**src/rtl/fwboot_pkg.sv**
```systemverilog
`timescale 1ns/1ps
package fwboot_pkg;
  localparam int N_IMG = 3;
  localparam int IMG_W = $clog2(N_IMG);

  typedef enum logic [1:0] {
    PROG_IDLE = 2'b00,
    PROG_BUSY = 2'b01,
    PROG_FAIL = 2'b10,
    PROG_OK   = 2'b11
  } prog_e;

  typedef enum logic [IMG_W-1:0] {
    IMG_UPG   = 2'd0,
    IMG_GOLD  = 2'd1,
    IMG_RECOV = 2'd2
  } img_e;

  typedef struct packed {
    logic  img_type;
    logic  recov;
    logic  fallbk;
    prog_e prog;
  } stat_t;

  localparam int STAT_W = $bits(stat_t);
endpackage

```
**src/rtl/fwboot_tier_step.sv**
```systemverilog
`timescale 1ns/1ps
// Fallback order: which tier follows the current one, and which flag the move sets.
module fwboot_tier_step
  import fwboot_pkg::*;
(
  input  img_e       cur_i,
  input  logic [N_IMG-1:0] present_i,
  output img_e       nxt_o,
  output logic       last_o,
  output logic       here_o,
  output logic       set_fb_o,
  output logic       set_rc_o
);
  always_comb begin
    nxt_o    = IMG_RECOV;
    last_o   = 1'b0;
    set_fb_o = 1'b0;
    set_rc_o = 1'b0;
    here_o   = present_i[2];
    case (cur_i)
      IMG_UPG: begin
        nxt_o    = IMG_GOLD;
        set_fb_o = 1'b1;
        here_o   = present_i[0];
      end
      IMG_GOLD: begin
        nxt_o    = IMG_RECOV;
        set_rc_o = 1'b1;
        here_o   = present_i[1];
      end
      default: begin
        nxt_o  = IMG_RECOV;
        last_o = 1'b1;
      end
    endcase
  end
endmodule

```
**src/rtl/fwboot_ctrl.sv**
```systemverilog
`timescale 1ns/1ps
// Sequencing FSM: one attempt per tier, load request as a valid/ready stream.
module fwboot_ctrl
  import fwboot_pkg::*;
(
  input  logic             clk_i,
  input  logic             rst_ni,
  input  logic             upgrade_req_i,
  input  logic [N_IMG-1:0] present_i,
  input  logic             ld_ready_i,
  input  logic             att_done_i,
  input  logic             att_pass_i,
  output logic             ld_valid_o,
  output img_e             cur_o,
  output logic             ev_start_o,
  output logic             ev_fb_o,
  output logic             ev_rc_o,
  output logic             ev_ok_o,
  output logic             ev_bad_o
);
  typedef enum logic [2:0] {
    S_INIT, S_PICK, S_REQ, S_WAIT, S_HALT
  } st_e;

  st_e  st_q;
  img_e cur_q;
  img_e nxt;
  logic last, here, set_fb, set_rc;
  logic advance;

  fwboot_tier_step u_step (
    .cur_i     (cur_q),
    .present_i (present_i),
    .nxt_o     (nxt),
    .last_o    (last),
    .here_o    (here),
    .set_fb_o  (set_fb),
    .set_rc_o  (set_rc)
  );

  // A tier is given up when it is absent or its accepted attempt reports fail.
  assign advance = ((st_q == S_PICK) && !here) ||
                   ((st_q == S_WAIT) && att_done_i && !att_pass_i);

  always_ff @(posedge clk_i or negedge rst_ni) begin
    if (!rst_ni) begin
      st_q  <= S_INIT;
      cur_q <= IMG_GOLD;
    end else begin
      case (st_q)
        S_INIT: begin
          cur_q <= upgrade_req_i ? IMG_UPG : IMG_GOLD;
          st_q  <= S_PICK;
        end
        S_PICK: begin
          if (here) st_q <= S_REQ;
        end
        S_REQ: begin
          if (ld_ready_i) st_q <= S_WAIT;
        end
        S_WAIT: begin
          if (att_done_i && att_pass_i) st_q <= S_HALT;
        end
        default: st_q <= S_HALT;
      endcase
      if (advance) begin
        if (last) begin
          st_q <= S_HALT;
        end else begin
          cur_q <= nxt;
          st_q  <= S_PICK;
        end
      end
    end
  end

  assign ld_valid_o = (st_q == S_REQ);
  assign cur_o      = cur_q;
  assign ev_start_o = (st_q == S_INIT);
  assign ev_fb_o    = advance && set_fb;
  assign ev_rc_o    = advance && set_rc;
  assign ev_ok_o    = (st_q == S_WAIT) && att_done_i && att_pass_i;
  assign ev_bad_o   = advance && last;
endmodule

```
**src/rtl/fwboot_status.sv**
```systemverilog
`timescale 1ns/1ps
// Status word built from sequencing events, plus the registered read port.
module fwboot_status
  import fwboot_pkg::*;
(
  input  logic              clk_i,
  input  logic              rst_ni,
  input  img_e              cur_i,
  input  logic              ev_start_i,
  input  logic              ev_fb_i,
  input  logic              ev_rc_i,
  input  logic              ev_ok_i,
  input  logic              ev_bad_i,
  input  logic              rd_en_i,
  output stat_t             stat_o,
  output logic [STAT_W-1:0] rd_data_o
);
  stat_t stat_q;
  logic [STAT_W-1:0] rd_q;

  always_ff @(posedge clk_i or negedge rst_ni) begin
    if (!rst_ni) begin
      stat_q <= '{img_type: 1'b0, recov: 1'b0, fallbk: 1'b0, prog: PROG_IDLE};
    end else begin
      if (ev_start_i) begin
        stat_q <= '{img_type: 1'b0, recov: 1'b0, fallbk: 1'b0, prog: PROG_BUSY};
      end
      if (ev_fb_i)  stat_q.fallbk <= 1'b1;
      if (ev_rc_i)  stat_q.recov  <= 1'b1;
      if (ev_ok_i) begin
        stat_q.prog     <= PROG_OK;
        stat_q.img_type <= (cur_i == IMG_UPG);
      end
      if (ev_bad_i) stat_q.prog <= PROG_FAIL;
    end
  end

  always_ff @(posedge clk_i or negedge rst_ni) begin
    if (!rst_ni)      rd_q <= '0;
    else if (rd_en_i) rd_q <= stat_q;
  end

  assign stat_o    = stat_q;
  assign rd_data_o = rd_q;
endmodule

```
**src/rtl/fwboot_sequencer.sv**
```systemverilog
`timescale 1ns/1ps
module fwboot_sequencer
  import fwboot_pkg::*;
(
  input  logic              clk_i,
  input  logic              rst_ni,
  input  logic              upgrade_req_i,
  input  logic [N_IMG-1:0]  img_present_i,
  output logic              ld_valid_o,
  input  logic              ld_ready_i,
  output logic [IMG_W-1:0]  ld_image_o,
  input  logic              att_done_i,
  input  logic              att_pass_i,
  input  logic              rd_en_i,
  output logic [STAT_W-1:0] rd_data_o
);
  img_e  cur;
  stat_t stat_w;
  logic  ev_start, ev_fb, ev_rc, ev_ok, ev_bad;

  fwboot_ctrl u_ctrl (
    .clk_i         (clk_i),
    .rst_ni        (rst_ni),
    .upgrade_req_i (upgrade_req_i),
    .present_i     (img_present_i),
    .ld_ready_i    (ld_ready_i),
    .att_done_i    (att_done_i),
    .att_pass_i    (att_pass_i),
    .ld_valid_o    (ld_valid_o),
    .cur_o         (cur),
    .ev_start_o    (ev_start),
    .ev_fb_o       (ev_fb),
    .ev_rc_o       (ev_rc),
    .ev_ok_o       (ev_ok),
    .ev_bad_o      (ev_bad)
  );

  fwboot_status u_stat (
    .clk_i      (clk_i),
    .rst_ni     (rst_ni),
    .cur_i      (cur),
    .ev_start_i (ev_start),
    .ev_fb_i    (ev_fb),
    .ev_rc_i    (ev_rc),
    .ev_ok_i    (ev_ok),
    .ev_bad_i   (ev_bad),
    .rd_en_i    (rd_en_i),
    .stat_o     (stat_w),
    .rd_data_o  (rd_data_o)
  );

  assign ld_image_o = cur;
endmodule

```
**config.mk**
```make
export PLATFORM = sky130hd
export DESIGN_NAME = fwboot_sequencer
export DESIGN_NICKNAME = d
export VERILOG_FILES = /design/src/rtl/fwboot_pkg.sv /design/src/rtl/fwboot_tier_step.sv /design/src/rtl/fwboot_ctrl.sv /design/src/rtl/fwboot_status.sv /design/src/rtl/fwboot_sequencer.sv
export SDC_FILE = /design/constraint.sdc
export NUM_CORES = 1
export LEC_CHECK = 0
export ABC_AREA = 1
export CAP_MARGIN = 40
export CORE_MARGIN = 1.5
export CORE_UTILIZATION = 50
export CTS_BUF_LIST = sky130_fd_sc_hd__clkbuf_4 sky130_fd_sc_hd__clkbuf_8
export CTS_CLUSTER_DIAMETER = 60
export DETAILED_ROUTE_END_ITERATION = 16
export GPL_ROUTABILITY_DRIVEN = 0
export PLACE_DENSITY = 0.78
export SETUP_SLACK_MARGIN = 0.4
export SLEW_MARGIN = 20
export SYNTH_ARGS = -nofsm -noshare
export SYNTH_HDL_FRONTEND = slang
export SYNTH_HIERARCHICAL = 1
export SYNTH_SLANG_ARGS = --single-unit
```
**constraint.sdc**
```tcl
create_clock -name clk_i -period 1.8 [get_ports clk_i]
set_input_delay 0.36 -clock clk_i [delete_from_list [all_inputs] [get_ports clk_i]]
set_output_delay 0.36 -clock clk_i [all_outputs]
set_load 0.005 [all_outputs]
```
## After elaboration in Yosys (flattened, before gate mapping)

Index checks and enable logic that the tools add are counted.

| word-level totals | value |
|---|---|
| flip-flop bits (word level) | 15 |

| operators by class | value |
|---|---|
| equal/unequal tests | 7 |
| multiplexer cells | 21 |
| reductions and logical operators | 19 |

Operators by type and width:

| cell | count |
|---|---|
| two-way mux 3 bit | 5 |
| two-way mux 2 bit | 6 |
| case mux 3 bit (4 select lines) | 1 |
| inequality test 3 x 1 -> 1 bit, second input constant | 3 |
| logical AND 1 bit | 8 |
| two-way mux 1 bit | 7 |
| == test 3 x 2 -> 1 bit, second input constant | 2 |
| nonzero test 2 bit | 3 |
| two-way mux 5 bit | 1 |
| == test 3 x 1 -> 1 bit, second input constant | 1 |
| zero test 3 bit | 1 |
| AND reduction 3 bit | 1 |
| nonzero test 3 bit | 1 |
| == test 2 x 1 -> 1 bit, second input constant | 1 |
| zero test 1 bit | 2 |
| zero test 2 bit | 1 |
| case mux 1 bit (2 select lines) | 1 |
| OR reduction 2 bit | 1 |
| logical OR 1 bit | 1 |

## Logic depth before layout (Yosys ltp)

| logic depth | value |
|---|---|
| depth in word-level cells | 7 |
| mapped depth | 10 |
| depth with buffers taken out | 10 |

## Cells and area by module

The synthesis kept the hierarchy.

By module, submodules not included:

| module | times used | cells an instance | area an instance (µm²) | sequential area each (µm²) |
|---|---|---|---|---|
| fwboot_status | 1 | 36 | 396.6 | 250.2 |
| fwboot_ctrl | 1 | 53 | 366.6 | 126.4 |
| fwboot_tier_step | 1 | 11 | 50.0 | 0.0 |

## Worst setup path after synthesis

Ideal clock, no wire load.

| timing | value |
|---|---|
| path type | reg-to-reg |
| start | register u_ctrl.cur_q[0] (netlist: u_ctrl/cur_o[0]) |
| end | register u_stat.stat_q (netlist bit u_stat/stat_o[1]) |
| data arrival time | 1.248 ns |
| slack | 0.470 ns |
| cell stages (with the launch flop) | 11 |
| cells stage by stage | dfstp_2 -> nor2_2 -> nand2_1 -> nand3_1 -> inv_1 -> nand4_1 -> nand2_4 -> nand2_2 -> inv_1 -> nor2_1 -> o21ai_0 |

| between the ends | value |
|---|---|
| word-level cells in the longest chain between the ends | 7 |

RTL lines:

| what | RTL line | RTL |
|---|---|---|
| start: declaration | fwboot_ctrl.sv:26 | `img_e cur_q;` |
| start signal: assignment | fwboot_ctrl.sv:52 | `cur_q <= upgrade_req_i ? IMG_UPG : IMG_GOLD;` |
| start signal: assignment | fwboot_ctrl.sv:70 | `cur_q <= nxt;` |
| == test 2 x 1 -> 1 bit / zero test 2 bit (equally long branches) | fwboot_tier_step.sv:20 | `case (cur_i)` |
| case mux 1 bit (2 select lines) * | fwboot_tier_step.sv:20 |  |
| named net u_ctrl.here | fwboot_ctrl.sv:28 | `logic last, here, set_fb, set_rc;` |
| zero test 1 bit * | fwboot_ctrl.sv:42 | `assign advance = ((st_q == S_PICK) && !here) \|\|` |
| logical AND 1 bit * | fwboot_ctrl.sv:42 |  |
| logical OR 1 bit * | fwboot_ctrl.sv:42 |  |
| logical AND 1 bit * | fwboot_ctrl.sv:83 | `assign ev_bad_o = advance && last;` |
| named net ev_bad | fwboot_sequencer.sv:19 | `logic ev_start, ev_fb, ev_rc, ev_ok, ev_bad;` |
| nonzero test 3 bit (no source line) / two-way mux 2 bit (equally long branches) | -- |  |
| end signal: assignment | fwboot_status.sv:23 | `stat_q <= '{img_type: 1'b0, recov: 1'b0, fallbk: 1'b0, prog: PROG_IDLE};` |
| end signal: assignment | fwboot_status.sv:26 | `stat_q <= '{img_type: 1'b0, recov: 1'b0, fallbk: 1'b0, prog: PROG_BUSY};` |
| end: declaration | fwboot_status.sv:18 | `stat_t stat_q;` |

The timed path passes the listed nets; every way through them passes the cells marked *.
A chain may end at the register's enable or synchronous reset.

## Worst setup path in the final report

| timing | value |
|---|---|
| start | register u_ctrl.st_q[2] |
| end | output port ld_valid_o |

| between the ends | value |
|---|---|
| word-level cells in the longest chain between the ends | 1 |

RTL lines:

| what | RTL line | RTL |
|---|---|---|
| start: declaration | fwboot_ctrl.sv:25 | `st_e st_q;` |
| start signal: assignment | fwboot_ctrl.sv:47 | `st_q <= S_INIT;` |
| start signal: assignment | fwboot_ctrl.sv:53 | `st_q <= S_PICK;` |
| start signal: assignment | fwboot_ctrl.sv:56 | `if (here) st_q <= S_REQ;` |
| == test 3 x 2 -> 1 bit | fwboot_ctrl.sv:77 | `assign ld_valid_o = (st_q == S_REQ);` |
| end: declaration | fwboot_sequencer.sv:9 | `output logic ld_valid_o,` |

Every way passes these cells.

==> results_dict.tcl <==
set metrics [dict create \
    drt_iter0_drc 26 \
    grt_util_all_layers_pct 24.9 \
    setup_viol 0 \
    crit_start "u_ctrl/st_q[2]" \
    detail-route-antenna-nets 0 \
    synth_top_area_cell "dfrtp_1" \
    htree_levels 1 \
    dp_hpwl_um 1150 \
    critical-path-top-delay-family "flip-flops" \
    path_clk_slew_ps 90 \
    synth_edf_count 0 \
    synth_cell_types 23 \
    post-route-period-util_pct 83.5 \
    cp_data_arrival_time_ps 1140 \
    synthArstFlopShare_pct 100 \
    hold_viol 0 \
    cp_common_cell "nor2_4" \
    start_util_pct 54.0 \
    wl_um 2090 \
    timing.rr.start "u_ctrl/cur_o[0]" \
    synth_warnings 6 \
    grt_pass1_wl_um 3310 \
    place_area_um2 1000 \
    skew_ps 1.18 \
    worst_pin_slew_ps 485 \
    firstDrtPassIters 4 \
    post-route-min-period_ps 1500 \
    clockBufferDepth 2 \
    slowest_stage "dfrtp_1" \
    num-fill-cells 101 \
    slew_viol_final 0 \
    synth.avg_cell_area_um2 8.13 \
    ys.flop_type "dfrtp_1" \
    grt_max_degree 16 \
    startpoint_type "flip-flop" \
    numCtsBuffers 3 \
    worstHoldPathType "in -> async" \
    leakage_nw 0.616 \
    layout-drive-gt1-share_pct 40.6 \
    grt_pass1_vias 785 \
    design_area_um2 1200 \
    postSynthNetCount 110 \
    synth_top_area_share_pct 43.1 \
    path_buf_inv 2 \
    max_freq_mhz 665 \
    holdBufCountCts 0 \
    cts_tree "done" \
    critical_path.max_fanout 2 \
    area_growth_pct 47.5 \
    status "completed" \
    syn_inst 100 \
    die_w_um 43.3 \
    grt_overflow 0 \
    antenna_found_initial 0 \
    finalSetupTns_ps 0 \
    wire_per_inst_um 13.6 \
    max_slew_margin_pct 67.6 \
    cts.sinks 15 \
    synth_area_um2 813 \
    worstPathCellList "nor2_4, inv_2, nor2_4, buf_2" \
    drc 0 \
    boundaryPins 18 \
    ys_ff_latch 15 \
    clk_latency_ps 300 \
    route.vias.total 779 \
    core_region_area_um2 1510 \
    critPathKind "reg -> out" \
    cp-end-kind "output pin" \
    viasPerCell 5.06 \
    cts-root-buf "clkbuf_4" \
    netlist_top_cells_area "dfrtp_1 (43%), inv_1 (9.7%), nand2_1 (8.3%)" \
    drv_cap 0 \
    ys_seq_area_share_pct 46.3 \
    grt_setup_unrepaired "yes" \
    rows 14 \
    fp.dieH_um 43.3 \
    power.density_nw_per_um2 1110 \
    dieArea_um2 1880 \
    cp.required_ps 1440 \
    antenna_cells 0 \
    ir_drop_uv 850 \
    max_stage_delay_ps 430 \
    layout.nets 149 \
    port-buffer-count 17 \
]
kinds of logic after synthesis:
| family | Yosys count | synth area share [%] |
|---|---|---|
| buf+inv | 26 | 13.4 |
| compound gates | 12 | 9.85 |
| flops | 15 | 46.3 |
| simple gates | 47 | 30.5 |
worst paths after layout:
check | to | slack, ps | cells after the start
worst max register to register | u_stat/stat_o[1] | 300 | 11
worst min-delay path | u_stat/rd_data_o[3] | 370 | 2
min in group clk_i | u_stat/stat_o[4] | 500 | 2
max in group asynchronous | u_ctrl/cur_o[0] | 1190 | 2
worst max-delay path | ld_valid_o | 300 | 4
worst min register to register | u_stat/stat_o[4] | 500 | 2
registers in the layout, summed over array words and instances (netlist names):
name / cells
u_ctrl/cur_o: 2
u_stat/rd_data_o: 5
u_ctrl/st_q: 3
u_stat/stat_o: 5
cell usage in the layout, fill, tap and decap left out, types with 2 or more instances in the layout:
cell             instances
buf_4                   18
inv_2                    3
nand2_1                 17
nand3_2                  5
o21ai_1                  2
dfrtp_1                 13
a21oi_2                  4
buf_6                    2
nand2_2                  4
nor2_1                   7
nor2_4                   4
nand2_4                  2
inv_1                   19
dlygate4sd2_1            6
clkbuf_4                 3
nor2_2                   4
a21oi_1                  2
o21bai_1                 2
clkdlybuf4s50_1          9
timing repair:
item                                    CTS  global route
endpoints found under the hold margin     0             0
buffers inserted                         16             1
endpoints found under the setup margin   16            12
gates resized for setup                  22             6
pin swaps                                 9             4
cloned                                    0             0
layer usage:
| layer | track usage (%) | up-vias | routed length (um) |
|---|---|---|---|
| li1 | - | 376 | - |
| met1 | 24.1 | 368 | 758 |
| met2 | 48.1 | 27 | 1190 |
| met3 | 7.08 | 8 | 104 |
| met4 | 10.9 | 0 | 36 |
| met5 | 0 | - | 0 |
metrics by stage:
| stage | cells | utilization (%) | hold WS [ps] | total power [W] | worst slack, ps |
|---|---|---|---|---|---|
| floorplan | 100 | - | 64.4 | 0.000754 | 470 |
| global placement | 133 | 66.6 | 470 | 0.000875 | 171 |
| detailed placement | 133 | 66.6 | 474 | 0.000894 | 135 |
| CTS | 153 | 77.8 | 376 | 0.00126 | 314 |
| global route | 154 | 79.7 | 376 | 0.00141 | 254 |
| finish | 154 | 79.7 | 367 | 0.00133 | 297 |
worst register-to-register path, stage by stage (launching register included):
cell,delay [ps]
dfstp_2,560
buf_6,120
nor2_4,40
nand2_2,50
nand3_2,60
inv_1,50
nand4_1,120
nand2_4,160
nand2_2,90
inv_2,60
nor2_1,40
o21ai_1,60
cell type report:
| type | instances | area (um^2) | area share (%) |
|---|---|---|---|
| sequential | 15 | 378 | 31.5 |
| multi-input combinational | 59 | 370 | 30.9 |
| timing repair buffer | 37 | 315 | 26.3 |
| inverter | 23 | 88.8 | 7.40 |
| clock buffer | 3 | 22.5 | 1.88 |
| tap | 16 | 20.0 | 1.67 |
| clock inverter | 1 | 5.00 | 0.417 |
report_power, final:
part,total [W],internal [W],switching (W)
Clock,0.000202,0.0000830,0.000119
Combinational,0.000654,0.000313,0.000341
Sequential,0.000471,0.000421,0.0000503
cells in the mapped netlist, types with 2 or more instances:
cell and number:
a21oi_2 4, nor2_1 7, a21oi_1 2, inv_1 21
o21bai_1 2, o21ai_0 2, o21ai_1 2, nand2_1 18
nand3_1 5, inv_2 2, nor2_4 2, nor2_2 6
dfrtp_1 14, nand2_4 2, nand2_2 3
No activity file was read; power rests on OpenSTA's default activity.
